[config.mk]
export PLATFORM = sky130hd
export DESIGN_NAME = hreg_host_if
export DESIGN_NICKNAME = d
export VERILOG_FILES = /design/src/rtl/hreg_pkg.sv /design/src/rtl/hreg_decode.sv /design/src/rtl/hreg_ptr.sv /design/src/rtl/hreg_bytes.sv /design/src/rtl/hreg_host_if.sv
export SDC_FILE = /design/constraint.sdc
export NUM_CORES = 1
export LEC_CHECK = 0
export ABC_AREA = 1
export BUFFER_PORTS_ARGS = -buffer_cell sky130_fd_sc_hd__buf_2
export CORE_MARGIN = 2
export CORE_UTILIZATION = 47
export CTS_CLUSTER_SIZE = 40
export DETAILED_ROUTE_END_ITERATION = 12
export PLACE_DENSITY = 0.79
export RECOVER_POWER = 100
export SETUP_SLACK_MARGIN = 0.5
export SKIP_CTS_REPAIR_TIMING = 1
export SLEW_MARGIN = 20
export SYNTH_ARGS = -nofsm -noshare
export SYNTH_HDL_FRONTEND = slang
export SYNTH_SLANG_ARGS = --single-unit
[constraint.sdc]
create_clock -name clk -period 1.4 [get_ports clk]
set_input_delay 0.14 -clock clk [delete_from_list [all_inputs] [get_ports clk]]
set_output_delay 0.14 -clock clk [all_outputs]
set_load 0.05 [all_outputs]
[src/rtl/hreg_pkg.sv]
package hreg_pkg;
  localparam int ADDR_W    = 11;
  localparam int DIR_BIT   = 10;
  localparam int PHASE_BIT = 1;
  localparam int BYTE_BIT  = 0;
  localparam int IDX_LO    = 2;
  localparam int IDX_HI    = 9;
  localparam int IDX_W     = IDX_HI - IDX_LO + 1;

  typedef struct packed {
    logic start;       // first cycle of a select-low period
    logic rd;          // read when set
    logic direct;      // direct addressing
    logic addr_phase;  // indirect index-load phase
    logic low_byte;    // low byte of the 16-bit word
  } hreg_acc_t;
endpackage

[src/rtl/hreg_decode.sv]
module hreg_decode
  import hreg_pkg::*;
(
  input  logic [ADDR_W-1:0] addr,
  input  logic              rw,
  input  logic              start,
  input  logic [IDX_W-1:0]  ptr,
  output hreg_acc_t         acc,
  output logic [IDX_W-1:0]  rf_addr
);
  always_comb begin
    acc.start      = start;
    acc.rd         = rw;
    acc.direct     = addr[DIR_BIT];
    acc.addr_phase = !addr[DIR_BIT] && addr[PHASE_BIT];
    acc.low_byte   = addr[BYTE_BIT];
    rf_addr        = addr[DIR_BIT] ? addr[IDX_HI:IDX_LO] : ptr;
  end
endmodule

[src/rtl/hreg_ptr.sv]
module hreg_ptr
  import hreg_pkg::*;
#(
  parameter int DW = 8
) (
  input  logic             clk,
  input  logic             rst_n,
  input  hreg_acc_t        acc,
  input  logic [DW-1:0]    din,
  output logic [IDX_W-1:0] ptr_q
);
  logic             ptr_en;
  logic [IDX_W-1:0] ptr_d;

  always_comb begin
    ptr_en = acc.start && !acc.rd && acc.addr_phase;
    ptr_d  = din[IDX_W-1:0];
  end

  always_ff @(posedge clk or negedge rst_n) begin
    if (!rst_n)      ptr_q <= '0;
    else if (ptr_en) ptr_q <= ptr_d;
  end
endmodule

[src/rtl/hreg_bytes.sv]
module hreg_bytes
  import hreg_pkg::*;
#(
  parameter int DW = 8,
  localparam int RW = 2 * DW
) (
  input  logic             clk,
  input  logic             rst_n,
  input  hreg_acc_t        acc,
  input  logic [DW-1:0]    din,
  input  logic [IDX_W-1:0] ptr,
  input  logic [RW-1:0]    rf_rdata,
  output logic [DW-1:0]    rd_q,
  output logic             rf_we,
  output logic [RW-1:0]    rf_wdata
);
  logic [DW-1:0] stage_q, shadow_q;
  logic [DW-1:0] rd_d, ptr_ext;
  logic          data_acc, wr_hi, rd_hi, rd_lo, rd_ptr, rd_en;

  always_comb begin
    ptr_ext            = '0;
    ptr_ext[IDX_W-1:0] = ptr;
    data_acc = acc.start && !acc.addr_phase;
    wr_hi    = data_acc && !acc.rd && !acc.low_byte;
    rf_we    = data_acc && !acc.rd &&  acc.low_byte;
    rd_hi    = data_acc &&  acc.rd && !acc.low_byte;
    rd_lo    = data_acc &&  acc.rd &&  acc.low_byte;
    rd_ptr   = acc.start && acc.rd && acc.addr_phase;
    rd_en    = rd_hi || rd_lo || rd_ptr;
    rf_wdata = {stage_q, din};
    if (rd_hi)      rd_d = rf_rdata[RW-1:DW];
    else if (rd_lo) rd_d = shadow_q;
    else            rd_d = ptr_ext;
  end

  always_ff @(posedge clk or negedge rst_n) begin
    if (!rst_n) begin
      stage_q  <= '0;
      shadow_q <= '0;
      rd_q     <= '0;
    end else begin
      if (wr_hi) stage_q  <= din;
      if (rd_hi) shadow_q <= rf_rdata[DW-1:0];
      if (rd_en) rd_q     <= rd_d;
    end
  end
endmodule

[src/rtl/hreg_host_if.sv]
module hreg_host_if
  import hreg_pkg::*;
#(
  parameter int DW = 8,
  localparam int RW = 2 * DW
) (
  input  logic              clk,
  input  logic              rst_n,
  input  logic              cs_n,
  input  logic              rw,
  input  logic [ADDR_W-1:0] addr,
  input  logic [DW-1:0]     din,
  output logic [DW-1:0]     dout,
  output logic              doe,
  input  logic              host_sel,
  input  logic              vid_cs_n,
  output logic [IDX_W-1:0]  rf_addr,
  output logic              rf_we,
  output logic [RW-1:0]     rf_wdata,
  input  logic [RW-1:0]     rf_rdata
);
  logic             cs_q, start, pass_thru;
  logic [IDX_W-1:0] ptr_q;
  hreg_acc_t        acc;

  always_ff @(posedge clk or negedge rst_n) begin
    if (!rst_n) cs_q <= 1'b1;
    else        cs_q <= cs_n;
  end

  always_comb begin
    start     = !cs_n && cs_q;
    pass_thru = !host_sel && vid_cs_n;
    doe       = !cs_n && rw && !pass_thru;
  end

  hreg_decode u_dec (
    .addr    (addr),
    .rw      (rw),
    .start   (start),
    .ptr     (ptr_q),
    .acc     (acc),
    .rf_addr (rf_addr)
  );

  hreg_ptr #(.DW(DW)) u_ptr (
    .clk   (clk),
    .rst_n (rst_n),
    .acc   (acc),
    .din   (din),
    .ptr_q (ptr_q)
  );

  hreg_bytes #(.DW(DW)) u_bytes (
    .clk      (clk),
    .rst_n    (rst_n),
    .acc      (acc),
    .din      (din),
    .ptr      (ptr_q),
    .rf_rdata (rf_rdata),
    .rd_q     (dout),
    .rf_we    (rf_we),
    .rf_wdata (rf_wdata)
  );
endmodule

==> results.yml, run 1 <==
run_status:
  status: "finished, violations left"
  violations: "setup timing"
critical_path:
  path_max_fanout: 2
  cp.arrival_ns: 1.28
  end_kind: "primary output"
  rr_startpoint: "cs_q"
  worstSetupStartpointType: "flop"
  startpoint: "cs_q"
  worstPathRequired_ns: 1.26
  path_class: "flop to primary output"
sta:
  fin_ws_ns: -0.0156
  tightest_slew_ns: 1.43
  drv_slew: 0
  fmax_mhz: 706
  finalClockSkew_ns: 0.00833
  maxSlewHeadroom: 0.0455
  rsz0062_at_grt: "true"
  tns_ns: -0.0237
  finalHoldViolCount: 0
  setup_violations: 2
  finalCritPeriodShare: 1.01
  period_needed_ns: 1.42
  whs_ns: 0.0842
routing:
  drt_wl_total_um: 5480
  postRouteAntennaNets: 0
  wire_per_inst_um: 15.4
  drc: 0
  first_pass_iters: 4
  drtIter0Drc: 170
  vias: 1834
  viasPerCell: 5.14
final_layout:
  final_area_sq_mm: 0.00255
  layout.cells.non_filler: 357
  final_core_util: 0.702
  fillCellCount: 295
  area_delta_synth_final_pct: 44.7
  layout.nets: 349
  final_layout_size_suffix_gt1_frac: 0.453
  n_antenna_cell: 0
grt:
  grt_pass1_wl_um: 6140
  grt_overflow_total: 0
  antenna_found_initial: 0
  grt_use_total: 0.186
  grt_pass1_vias: 1493
  grt_max_degree: 28
floorplanning:
  coreArea_sq_mm: 0.00363
  start_util: 0.485
  placementRows: 22
  die_x_um: 65.2
  pin_count: 75
  dieArea_sq_mm: 0.00425
  dieHeight_um: 65.2
yosys:
  syn_area_per_cell_sq_um: 8.08
  synth-seq-cells: 33
  synth_compound_area_frac: 0.0710
  synth_cell_type_count: 19
  synth_top_family_by_area: "simple AND/OR/NAND/NOR gates"
  synth-seq-area-share: 0.469
  synth_area_sq_mm: 0.00176
  netlist_instances: 218
  synth_mux_area_frac: 0
  synth-adder-area-share: 0
  yosys_warnings: 0
  synth_fp_nets: 259
  synth_simple_gate_area_share: 0.317
  synth_xor_area_frac: 0
placement:
  place_ws_ns: 0.0209
  dp.final_hpwl_um: 2880
  dpl_cell_area_sq_mm: 0.00217
  place_inst: 329
  gp_congestion: 0.824
  numPortBuffers: 74
clock_tree:
  cts_buffers: 5
  clkTransAtPathRegs_ns: 0.07
  cts.sinks: 33
  cts_max_level: 2
  tritoncts: "yes"
  cts_root_buffer: "clkbuf_8"
  clock_latency_ns: 0.29
  cts_buffer_depth: 2
power_and_ir_drop:
  leakage_nw: 1.37
  ir_drop_mv: 0.579
  finalPower_mw: 3.23
  p_per_area_mw_per_mm2: 1260
hold_path:
  hold_start: "rf_rdata[7]"
  hold_class: "input pin to flop"
flow_run:
  maxCapViolCount: 0
-- area by class of cell --
class | instances | area (sq um) | share of cell area
clock buffer | 8 | 80.1 | 0.0314
inverter | 29 | 113 | 0.0442
multi-input combinational | 140 | 862 | 0.338
sequential | 33 | 827 | 0.324
tap | 48 | 60.1 | 0.0236
timing repair buffer | 99 | 608 | 0.238
-- cell usage in the layout, fill, tap and decap left out, drive strengths merged --
master	Yosys	final
nand3b	1	1
o21ai	16	16
dfstp	1	1
a21oi	9	9
nand3	33	33
clkinvlp	0	1
clkbuf	0	46
nor4	1	1
nand2	76	77
dlygate4sd3	0	1
dfrtp	32	32
inv	29	28
buf	17	60
nor2	3	3
-- where the power goes --
| group | total [mW] | switching [mW] | internal (mW) |
|---|---|---|---|
| clock | 0.688 | 0.336 | 0.353 |
| sequential | 1.27 | 0.128 | 1.14 |
| combinational | 1.27 | 0.875 | 0.396 |
-- worst paths after layout --
| path | endpoint | slack [ns] | cells past startpoint |
|---|---|---|---|
| worst max register to register | u_bytes.stage_q[0] | -0.01 | 5 |
| worst min-delay path | u_bytes.shadow_q[7] | 0.08 | 3 |
| worst min register to register | u_bytes.shadow_q[7] | 0.48 | 2 |
| max in group asynchronous | u_ptr.ptr_q[5] | 0.38 | 1 |
| min in group asynchronous | u_ptr.ptr_q[0] | 0.18 | 1 |
| worst max-delay path | rf_we | -0.02 | 3 |
-- layer usage --
layer,GRT usage,part of all wire,up-vias
met4,0.0755,0.034,0
met3,0.0342,0.061,21
met5,0,0,-
met1,0.232,0.38,876
met2,0.319,0.53,75
li1,-,-,862
-- critical path, cell delays in order, from the launching register on --
cell	delay, ns
dfstp_2	0.57
nand2_4	0.08
nor4_4	0.14
buf_6	0.19
-- cell usage after synthesis (all sizes together) --
master / count / area (sq um)
a21oi: 9 / 45.0
nor4: 1 / 6.26
inv: 29 / 109
nand2: 76 / 293
nand3b: 1 / 11.3
nand3: 33 / 198
dfstp: 1 / 26.3
buf: 17 / 141
dfrtp: 32 / 801
o21ai: 16 / 80.1
nor2: 3 / 51.3
-- sequential cells by signal, indices dropped and copies added, names as in the netlist --
name              cells
u_bytes.stage_q       8
u_bytes.rd_q          8
u_ptr.ptr_q           8
u_bytes.shadow_q      8
cs_q                  1
-- cell families after synthesis --
family | after synthesis
AO/OA/AOI/OAI | 25
buffers and inverters | 46
flip-flops | 33
AND/OR/NAND/NOR | 114
No activity file was read; power rests on OpenSTA's default activity.
==> run 2: changes to the inputs <==
--- a/config.mk
+++ b/config.mk
@@ -8,10 +8,10 @@
 export ABC_AREA = 1
 export BUFFER_PORTS_ARGS = -buffer_cell sky130_fd_sc_hd__buf_2
 export CORE_MARGIN = 2
-export CORE_UTILIZATION = 47
+export CORE_UTILIZATION = 45
 export CTS_CLUSTER_SIZE = 40
 export DETAILED_ROUTE_END_ITERATION = 12
-export PLACE_DENSITY = 0.79
+export PLACE_DENSITY = 0.76
 export RECOVER_POWER = 100
 export SETUP_SLACK_MARGIN = 0.5
 export SKIP_CTS_REPAIR_TIMING = 1
==> results.yml, run 2 (synthesized netlist as in run 1, its figures left out) <==
run_status:
  status: "finished, violations left"
  violations: "setup timing"
critical_path:
  worstSetupStartpointType: "flop"
  path_class: "flop to flop"
  worstPathRequired_ns: 1.59
  end_kind: "flop"
  path_max_fanout: 16
  cp.arrival_ns: 1.68
routing:
  first_pass_iters: 4
  drc: 0
  drtIter0Drc: 109
  drt_wl_total_um: 5220
  wire_per_inst_um: 14.4
  viasPerCell: 5.05
  vias: 1828
  postRouteAntennaNets: 0
flow_run:
  maxCapViolCount: 0
power_and_ir_drop:
  finalPower_mw: 3.30
  p_per_area_mw_per_mm2: 1270
  leakage_nw: 1.43
  ir_drop_mv: 0.675
sta:
  finalClockSkew_ns: 0.00809
  fin_ws_ns: -0.0885
  tns_ns: -0.134
  maxSlewHeadroom: 0.376
  fmax_mhz: 672
  finalCritPeriodShare: 1.06
  drv_slew: 0
  finalHoldViolCount: 0
  period_needed_ns: 1.49
  tightest_slew_ns: 0.935
  rsz0062_at_grt: "true"
  setup_violations: 4
final_layout:
  final_cell_mix: "nand2_1, buf_2, dfrtp_1"
  layout.cells.non_filler: 362
  fillCellCount: 301
  layout.nets: 354
  final_layout_size_suffix_gt1_frac: 0.471
  final_common_cell: "nand2_1"
  final_area_sq_mm: 0.00260
  n_antenna_cell: 0
  area_delta_synth_final_pct: 47.7
hold_path:
  hold_class: "input pin to flop"
floorplanning:
  dieArea_sq_mm: 0.00443
  start_util: 0.474
  coreArea_sq_mm: 0.00372
  dieHeight_um: 66.6
  pin_count: 75
  placementRows: 22
  die_x_um: 66.6
grt:
  grt_use_total: 0.210
  antenna_found_initial: 0
  grt_overflow_total: 0
  grt_max_degree: 20
  grt_pass1_wl_um: 7020
  grt_pass1_vias: 1592
clock_tree:
  clock_latency_ns: 0.29
  clkTransAtPathRegs_ns: 0.07
  cts_root_buffer: "clkbuf_8"
  tritoncts: "yes"
  cts_buffer_depth: 2
  cts_buffers: 5
  cts_max_level: 2
  cts.sinks: 33
placement:
  gp_congestion: 0.827
  place_ws_ns: 0.0552
  dp.final_hpwl_um: 3220
  dpl_cell_area_sq_mm: 0.00218
  numPortBuffers: 74
  place_inst: 330
==> run 2: cell count changes in the layout (fill, tap and decap cells not counted), moves of 2 or more <==
cell | previous run | this run
clkbuf_8 | 5 | 7
nand2_1 | 53 | 56
nand3_1 | 24 | 21
nand2_2 | 21 | 18
buf_6 | 3 | 8
clkbuf_1 | 16 | 11
nand3_2 | 7 | 11
buf_4 | 17 | 20
==> run 2: layout make-up <==
type	count	area (sq um)	share of cell area
inverter	29	115	0.0442
timing repair buffer	103	629	0.242
clock buffer	7	96.3	0.0370
tap	48	60.1	0.0231
sequential	33	827	0.318
multi-input combinational	141	870	0.334
clock inverter	1	5.00	0.00192
==> run 2: path summary, 6_finish.rpt <==
kind | startpoint | end | slack, ns | depth (start not counted)
setup / recovery | cs_q | u_bytes.rd_q[1] | -0.09 | 7
hold reg to reg | u_bytes.shadow_q[7] | u_bytes.shadow_q[7] | 0.48 | 2
hold / removal | rf_rdata[5] | u_bytes.shadow_q[5] | 0.09 | 3
min in group asynchronous | rst_n | u_bytes.shadow_q[3] | 0.50 | 2
max in group asynchronous | rst_n | cs_q | 0.21 | 3
setup reg to reg | cs_q | u_bytes.rd_q[1] | -0.09 | 7
==> run 2: per-layer routing <==
layer | GRT usage | wire, um | vias to the layer above
met4 | 0.107 | 203 | 0
met2 | 0.346 | 2640 | 61
met5 | 0 | 0 | -
met1 | 0.263 | 2160 | 874
met3 | 0.0338 | 214 | 19
li1 | - | - | 874
==> run 2: per-stage QoR <==
stage | util | hold WS, ns
4_1_cts | 0.613 | -0.223
6_report | 0.700 | 0.0883
3_5_place_dp | 0.586 | 0.0758
5_1_grt | 0.700 | 0.111
3_3_place_gp | 0.586 | 0.0786
2_1_floorplan | - | -0.156
==> run 2: critical path, cell delays in order, from the launching register on <==
cell,delay [ns]
dfstp_2,0.57
buf_6,0.11
nand3_4,0.09
buf_6,0.17
a21oi_1,0.18
nand3_1,0.14
nand2_1,0.08
inv_1,0.04
==> run 2: power by group <==
part	internal (mW)	leakage (nW)	switching (mW)	total [mW]
sequential	1.14	0.408	0.122	1.26
combinational	0.397	0.970	0.847	1.24
clock	0.444	0.0542	0.354	0.799
total	1.98	1.43	1.32	3.30
==> run 3: changes to the inputs <==
--- a/config.mk
+++ b/config.mk
@@ -6,7 +6,7 @@
 export NUM_CORES = 1
 export LEC_CHECK = 0
 export ABC_AREA = 1
-export BUFFER_PORTS_ARGS = -buffer_cell sky130_fd_sc_hd__buf_2
+export BUFFER_PORTS_ARGS = -buffer_cell sky130_fd_sc_hd__buf_4
 export CORE_MARGIN = 2
 export CORE_UTILIZATION = 45
 export CTS_CLUSTER_SIZE = 40
==> results.yml, run 3 (synthesized netlist as in run 1, its figures left out) <==
critical_path:
  rr_startpoint: "cs_q"
  worstSetupStartpointType: "flop"
  worstPathRequired_ns: 1.26
  path_class: "flop to primary output"
  end_kind: "primary output"
  path_max_fanout: 2
  cp.arrival_ns: 1.37
  startpoint: "cs_q"
clock_tree:
  clkTransAtPathRegs_ns: 0.06
  cts_max_level: 2
  cts_root_buffer: "clkbuf_8"
  tritoncts: "yes"
  cts.sinks: 33
  cts_buffer_depth: 2
  cts_buffers: 5
  clock_latency_ns: 0.29
sta:
  fmax_mhz: 663
  maxSlewHeadroom: 0.443
  drv_slew: 0
  rsz0062_at_grt: "true"
  finalHoldViolCount: 0
  setup_violations: 10
  whs_ns: 0.0780
  period_needed_ns: 1.51
  finalClockSkew_ns: 0.00287
  finalCritPeriodShare: 1.08
  tightest_slew_ns: 0.835
  fin_ws_ns: -0.108
placement:
  place_ws_ns: 0.0295
  dp.final_hpwl_um: 3040
  gp_congestion: 0.826
  numPortBuffers: 74
floorplanning:
  start_util: 0.474
  die_x_um: 66.6
  dieHeight_um: 66.6
  pin_count: 75
  dieArea_sq_mm: 0.00443
  coreArea_sq_mm: 0.00372
  placementRows: 22
routing:
  postRouteAntennaNets: 0
  drc: 0
  viasPerCell: 5.03
  vias: 1825
  wire_per_inst_um: 14.6
  first_pass_iters: 4
  drtIter0Drc: 110
  drt_wl_total_um: 5290
grt:
  grt_pass1_wl_um: 6670
  grt_overflow_total: 0
  grt_pass1_vias: 1551
  grt_max_degree: 34
  grt_use_total: 0.202
  antenna_found_initial: 0
power_and_ir_drop:
  ir_drop_mv: 0.697
  leakage_nw: 1.45
  p_per_area_mw_per_mm2: 1210
final_layout:
  area_delta_synth_final_pct: 52.4
  n_antenna_cell: 0
  final_layout_size_suffix_gt1_frac: 0.479
  final_cell_mix: "buf_4, nand2_1, dfrtp_1"
  final_common_cell: "buf_4"
  layout.nets: 355
flow_run:
  maxCapViolCount: 0
run_status:
  status: "finished, violations left"
  violations: "setup timing"
hold_path:
  hold_start: "rf_rdata[5]"
  hold_class: "input pin to flop"
run 3: through the flow:
| step | TNS [ns] | std cells | total power, mW | area [sq um] | util |
|---|---|---|---|---|---|
| CTS | -0.186 | 338 | 3.08 | 2430 | 0.654 |
| global placement | 0 | 330 | 2.38 | 2350 | 0.633 |
| floorplan | -0.0200 | 218 | 2.04 | 1840 | - |
| finish | -0.470 | 363 | 3.25 | 2690 | 0.723 |
| global route | -1.82 | 363 | 3.40 | 2690 | 0.723 |
| detailed placement | 0 | 330 | 2.40 | 2350 | 0.633 |
run 3: metal layers:
layer,vias up,global-route usage,routed length [um]
met5,-,0,0
met4,0,0.0842,209
met3,22,0.0456,313
met2,69,0.348,2730
met1,865,0.241,2040
li1,869,-,-
run 3: report_power, final:
part	total (mW)	leakage, nW	switching (mW)	internal (mW)
registers	1.27	0.406	0.132	1.14
logic	1.28	1.00	0.844	0.439
clock network	0.692	0.0395	0.340	0.353
total	3.25	1.45	1.32	1.93
run 3: path summary, 6_finish.rpt:
check	endpoint	slack [ns]	cells after the start
min	u_bytes.shadow_q[5]	0.08	3
min reg2reg	u_bytes.shadow_q[7]	0.48	2
max in group asynchronous	u_ptr.ptr_q[5]	0.35	2
max	rf_we	-0.11	3
max reg2reg	u_bytes.shadow_q[3]	-0.07	5
min in group asynchronous	u_bytes.stage_q[7]	0.48	2
run 3: layout make-up:
class,instances,area [sq um]
Clock buffer,8,80.1
Sequential cell,33,828
Tap cell,48,60.1
Fill cell,303,1030
Inverter,29,113
Multi-Input combinational cell,140,870
Timing Repair Buffer,105,734
run 3: critical path, stage by stage (launching register included):
cell     delay, ns
dfstp_2       0.58
nand2_4       0.08
nor4_4        0.23
buf_6         0.20
